[src/rtl/ea_pkg.sv]
package ea_pkg;
  localparam int DATA_W = 16;

  typedef enum logic [0:0] {
    OP1_PC   = 1'b0,
    OP1_BASE = 1'b1
  } op1_e;

  typedef enum logic [1:0] {
    OP2_ZERO  = 2'd0,
    OP2_SHORT = 2'd1,
    OP2_MID   = 2'd2,
    OP2_LONG  = 2'd3
  } op2_e;

  typedef enum logic [0:0] {
    MAR_SUM  = 1'b0,
    MAR_TRAP = 1'b1
  } mar_e;

  typedef enum logic [1:0] {
    NPC_INC  = 2'd0,
    NPC_SUM  = 2'd1,
    NPC_BUS  = 2'd2,
    NPC_RSVD = 2'd3
  } npc_e;
endpackage

[src/rtl/ea_offset_sel.sv]
module ea_offset_sel #(
  parameter int DW      = 16,
  parameter int SHORT_W = 6,
  parameter int MID_W   = 9,
  parameter int LONG_W  = 11
) (
  input  logic [LONG_W-1:0] field,
  input  logic [1:0]        sel,
  output logic [DW-1:0]     offset
);
  localparam int NUM_EXT = 3;

  logic [DW-1:0] ext [NUM_EXT];

  // one sign extender per offset width
  for (genvar g = 0; g < NUM_EXT; g++) begin : g_ext
    localparam int FW = (g == 0) ? SHORT_W : (g == 1) ? MID_W : LONG_W;
    assign ext[g] = {{(DW-FW){field[FW-1]}}, field[FW-1:0]};
  end

  always_comb begin
    unique case (sel)
      2'd1:    offset = ext[0];
      2'd2:    offset = ext[1];
      2'd3:    offset = ext[2];
      default: offset = '0;
    endcase
  end
endmodule

[src/rtl/ea_adder.sv]
module ea_adder #(
  parameter int DW = 16
) (
  input  logic          opnd1_sel,
  input  logic [DW-1:0] pc_inc,
  input  logic [DW-1:0] base_val,
  input  logic [DW-1:0] offset,
  output logic [DW-1:0] sum
);
  logic [DW-1:0] opnd1;

  assign opnd1 = opnd1_sel ? base_val : pc_inc;
  // carry out is dropped: addresses wrap
  assign sum   = opnd1 + offset;
endmodule

[src/rtl/ea_out_reg.sv]
module ea_out_reg #(
  parameter int DW     = 16,
  parameter int TRAP_W = 8
) (
  input  logic              clk,
  input  logic              rst,
  input  logic [1:0]        pc_sel,
  input  logic              mar_sel,
  input  logic [DW-1:0]     sum,
  input  logic [TRAP_W-1:0] trap_vec,
  input  logic [DW-1:0]     pc_inc,
  input  logic [DW-1:0]     bus_val,
  output logic [DW-1:0]     mar_addr,
  output logic [DW-1:0]     next_pc
);
  import ea_pkg::*;

  logic [DW-1:0] mar_d;
  logic [DW-1:0] npc_d;

  always_comb begin
    mar_d = (mar_e'(mar_sel) == MAR_TRAP) ? {{(DW-TRAP_W){1'b0}}, trap_vec} : sum;
    unique case (npc_e'(pc_sel))
      NPC_SUM: npc_d = sum;
      NPC_BUS: npc_d = bus_val;
      default: npc_d = pc_inc;
    endcase
  end

  always_ff @(posedge clk) begin
    if (rst) begin
      mar_addr <= '0;
      next_pc  <= '0;
    end else begin
      mar_addr <= mar_d;
      next_pc  <= npc_d;
    end
  end


  reset_clear_chk: assert property (@(posedge clk) rst |=> (mar_addr == '0 && next_pc == '0));

  trap_upper_zero_chk: assert property (@(posedge clk) disable iff (rst)
    (mar_sel == 1'b1) |=> (mar_addr[DW-1:TRAP_W] == '0 && mar_addr[TRAP_W-1:0] == $past(trap_vec)));

  npc_bus_chk: assert property (@(posedge clk) disable iff (rst)
    (pc_sel == 2'd2) |=> (next_pc == $past(bus_val)));

  npc_inc_chk: assert property (@(posedge clk) disable iff (rst)
    (pc_sel == 2'd0 || pc_sel == 2'd3) |=> (next_pc == $past(pc_inc)));
endmodule

[src/rtl/ea_unit.sv]
module ea_unit #(
  parameter int DW      = 16,
  parameter int SHORT_W = 6,
  parameter int MID_W   = 9,
  parameter int LONG_W  = 11,
  parameter int TRAP_W  = 8
) (
  input  logic          clk,
  input  logic          rst,
  input  logic [DW-1:0] instr,
  input  logic [DW-1:0] pc_inc,
  input  logic [DW-1:0] base_val,
  input  logic [DW-1:0] bus_val,
  input  logic          opnd1_sel,
  input  logic [1:0]    opnd2_sel,
  input  logic          mar_sel,
  input  logic [1:0]    pc_sel,
  output logic [DW-1:0] mar_addr,
  output logic [DW-1:0] next_pc
);
  logic [DW-1:0] offset;
  logic [DW-1:0] sum;
  logic          unused_hi;

  // opcode and register-index bits above the longest offset feed nothing here
  assign unused_hi = ^instr[DW-1:LONG_W];

  ea_offset_sel #(.DW(DW), .SHORT_W(SHORT_W), .MID_W(MID_W), .LONG_W(LONG_W)) u_off (
    .field  (instr[LONG_W-1:0]),
    .sel    (opnd2_sel),
    .offset (offset)
  );

  ea_adder #(.DW(DW)) u_add (
    .opnd1_sel (opnd1_sel),
    .pc_inc    (pc_inc),
    .base_val  (base_val),
    .offset    (offset),
    .sum       (sum)
  );

  ea_out_reg #(.DW(DW), .TRAP_W(TRAP_W)) u_out (
    .clk      (clk),
    .rst      (rst),
    .pc_sel   (pc_sel),
    .mar_sel  (mar_sel),
    .sum      (sum),
    .trap_vec (instr[TRAP_W-1:0]),
    .pc_inc   (pc_inc),
    .bus_val  (bus_val),
    .mar_addr (mar_addr),
    .next_pc  (next_pc)
  );


  zero_offset_base_chk: assert property (@(posedge clk) disable iff (rst)
    (opnd2_sel == 2'd0 && opnd1_sel && !mar_sel) |=> (mar_addr == $past(base_val)));

  npc_sum_match_chk: assert property (@(posedge clk) disable iff (rst)
    (pc_sel == 2'd1 && !mar_sel) |=> (next_pc == mar_addr));
endmodule

[config.mk]
export PLATFORM = sky130hd
export DESIGN_NAME = ea_unit
export DESIGN_NICKNAME = d
export VERILOG_FILES = /design/src/rtl/ea_pkg.sv /design/src/rtl/ea_offset_sel.sv /design/src/rtl/ea_adder.sv /design/src/rtl/ea_out_reg.sv /design/src/rtl/ea_unit.sv
export SDC_FILE = /design/constraint.sdc
export NUM_CORES = 1
export LEC_CHECK = 0
export BUFFER_PORTS_ARGS = -buffer_cell sky130_fd_sc_hd__buf_2
export CAP_MARGIN = 40
export CORE_UTILIZATION = 40
export DETAILED_ROUTE_END_ITERATION = 12
export PLACE_DENSITY = 0.7
export SLEW_MARGIN = 20
export SYNTH_ARGS = -nofsm -noshare
export SYNTH_HDL_FRONTEND = slang
export SYNTH_SLANG_ARGS = --single-unit
[constraint.sdc]
create_clock -name clk -period 3.63 [get_ports clk]
set_clock_uncertainty 0.15 [all_clocks]
set_input_delay 0.5445 -clock clk [delete_from_list [all_inputs] [get_ports clk]]
set_output_delay 0.5445 -clock clk [all_outputs]
set_load 0.005 [all_outputs]
==> reports/metrics.cfg <==
[pwr]
cellPowerDensity_nw_per_um2=355
peakVddDrop_uv=173
power.total_mw=1.03
p_leak_nw=1.40

[layout]
final_area_um2=2910
fin_util_pct=52.6
n_antenna_cell=0
nets=448
syn_to_final_growth_pct=26.1
fillers=551
drive_above_1_share_pct=36.1
fin_cells=435

[timing]
fin_crit_sh_pct=82.7
hold_violations=0
finalSetupTns_ns=0
maxSlewViolCount=0
fin_crit_ns=3.00
max_freq_ghz=0.333
relSlewSlack_pct=48.6
setup_slack_ns=0.629
whs_ns=0.365
tightest_slew_ns=0.772
rsz0062_at_grt=false
setup_viol=0

[placement]
gp_congestion=0.909
port_buffers=98
preCtsSetupSlack_ns=0.344
place_hpwl_um=5060
dp.cells=428
placed_area_um2=2840

[cts]
clock_sinks=32
cts_root_buf=clkbuf_8
cts_tree=done
htreeDepth=2
hold_buffers=0
post_cts_resized=0
postCtsSetupBuffers=0
cts.clk_slew.worst_paths_ns=0.06
cts_buffers=5
clk_path_buf_depth=2

[flow_run]
maxCapViolations=0

[grt]
use_met2_pct=33.7
gr-usage-met3_pct=3.02
antenna_found_initial=0
busiest_layer=met2
grt_max_degree=26
grt_use_total_pct=21.0
grtUsageMet1_pct=28.1
gr-total-overflow=0
grt_pass1_vias=2095
grt_pass1_wl_um=9960

[yosys]
synth.cell_area_um2=2310
yosysWarnings=0
yosys_most_used_dff=dfxtp_1
synth-async-reset-ratio_pct=0
ys_types=50
ys_ff_latch=32
avgSynthCellArea_um2=8.56
syn_nets=355
synth_edf_count=0
syn_inst=270
seq_area_frac_synth_pct=27.7

[run_status]
status=finished clean

[route]
drt_pass1_iterations=4
num_vias=2293
drtIter0Drc=123
routedWlPerCell_um=14.3
drc=0
drt-total-wl_um=6210
via_per_inst=5.27
ant_nets=0

[critical_path]
crit_path_end_kind=flop
crit_type=input pin to flop
critPathLaunchType=input pin
critical_path.max_fanout=15
cp.arrival_ns=3.01
cp.required_ns=3.64

[floorplanning]
die_y_um=78.0
core_area_um2=5540
io-pin-count=104
initial_core_util_pct=41.7
fp-row-count=27
dieArea_um2=6090
die_w_um=78.0

[min_path]
hold_path.class=input pin to flop

-- power by group --
group / switching [mW] / leakage, nW / internal [mW]
combinational: 0.215 / 1.10 / 0.179
clock: 0.115 / 0.0410 / 0.130
sequential: 0.00809 / 0.265 / 0.387
total: 0.338 / 1.40 / 0.695
-- cells in the mapped netlist (3+ instances only) --
master    instances  area [um2]
inv_1             9        33.8
a221oi_1          5        43.8
a22oi_1           8        60.1
o21ai_1           6        30.0
buf_1             3        11.3
ha_1             12         150
nor2b_1          14        87.6
mux2i_1          15         150
clkbuf_1          6        22.5
mux2_2           11         124
xnor2_1          10        87.6
a21o_1            4        30.0
nor3_1            8        40.0
nor2_1           32         120
dfxtp_1          32         641
a21oi_1          22         110
mux2i_4           3        67.6
xor2_1            4        35.0
nand2_1          20        75.1
o21ai_0           7        35.0
-- cell type report --
type / instances / area [um2] / area share (%)
Clock buffer: 6 / 72.6 / 2.49
Clock inverter: 1 / 5.00 / 0.172
Inverter: 9 / 33.8 / 1.16
Multi-Input combinational cell: 216 / 1570 / 54.0
Sequential cell: 32 / 641 / 22.0
Tap cell: 72 / 90.1 / 3.09
Timing Repair Buffer: 99 / 498 / 17.1
-- cell usage in the layout (no fill, tap or decap), types with 2 or more instances in the layout --
cell type and n:
a21o_1 4, a21oi_1 22, a21oi_2 2, a221oi_1 5, a221oi_2 2, a22oi_1 8
and2_1 2, buf_2 98, clkbuf_8 5, dfxtp_1 32, ha_1 12, inv_1 9
mux2_1 2, mux2_2 11, mux2i_1 15, mux2i_4 3, nand2_1 20, nand4_1 2
nor2_1 32, nor2b_1 14, nor3_1 8, nor3b_1 2, nor4_1 2, o21ai_0 7
o21ai_1 6, or2_2 2, xnor2_1 10, xor2_1 4
-- worst paths after layout --
kind / from / endpoint / slack (ns) / cells past startpoint
min: bus_val[15] / u_out.next_pc[15] / 0.36 / 3
max: opnd1_sel / u_out.next_pc[12] / 0.63 / 11
-- kinds of logic (layout without fill, tap and decap cells) --
logic type      after synthesis  after routing  share of synthesized area, %
buf+inv                      22            115                          4.17
mux                          32             32                          16.4
compound gates               66             66                          19.7
xor+xnor                     14             14                          5.31
fa+ha+maj                    14             14                          7.85
flops                        32             32                          27.7
simple gates                 90             90                          18.8
-- worst max-delay path: stages --
cell and delay, ns:
buf_2 0.33, buf_4 0.24, mux2_2 0.35, ha_1 0.24, a21o_1 0.19, a21oi_1 0.21
a21boi_1 0.23, nand2_1 0.12, mux2i_1 0.15, xnor2_1 0.30, o21ai_1 0.10
-- flip-flops by register name (all words and copies together) (netlist names) --
register,cells
u_out.mar_addr,16
u_out.next_pc,16
-- per-layer routing --
layer / wire length, um / share of wire (%)
met2: 2930 / 47
met4: 96 / 1.5
met3: 464 / 7.5
met5: 0 / 0
met1: 2720 / 44
(Power assumes the default switching activity.)
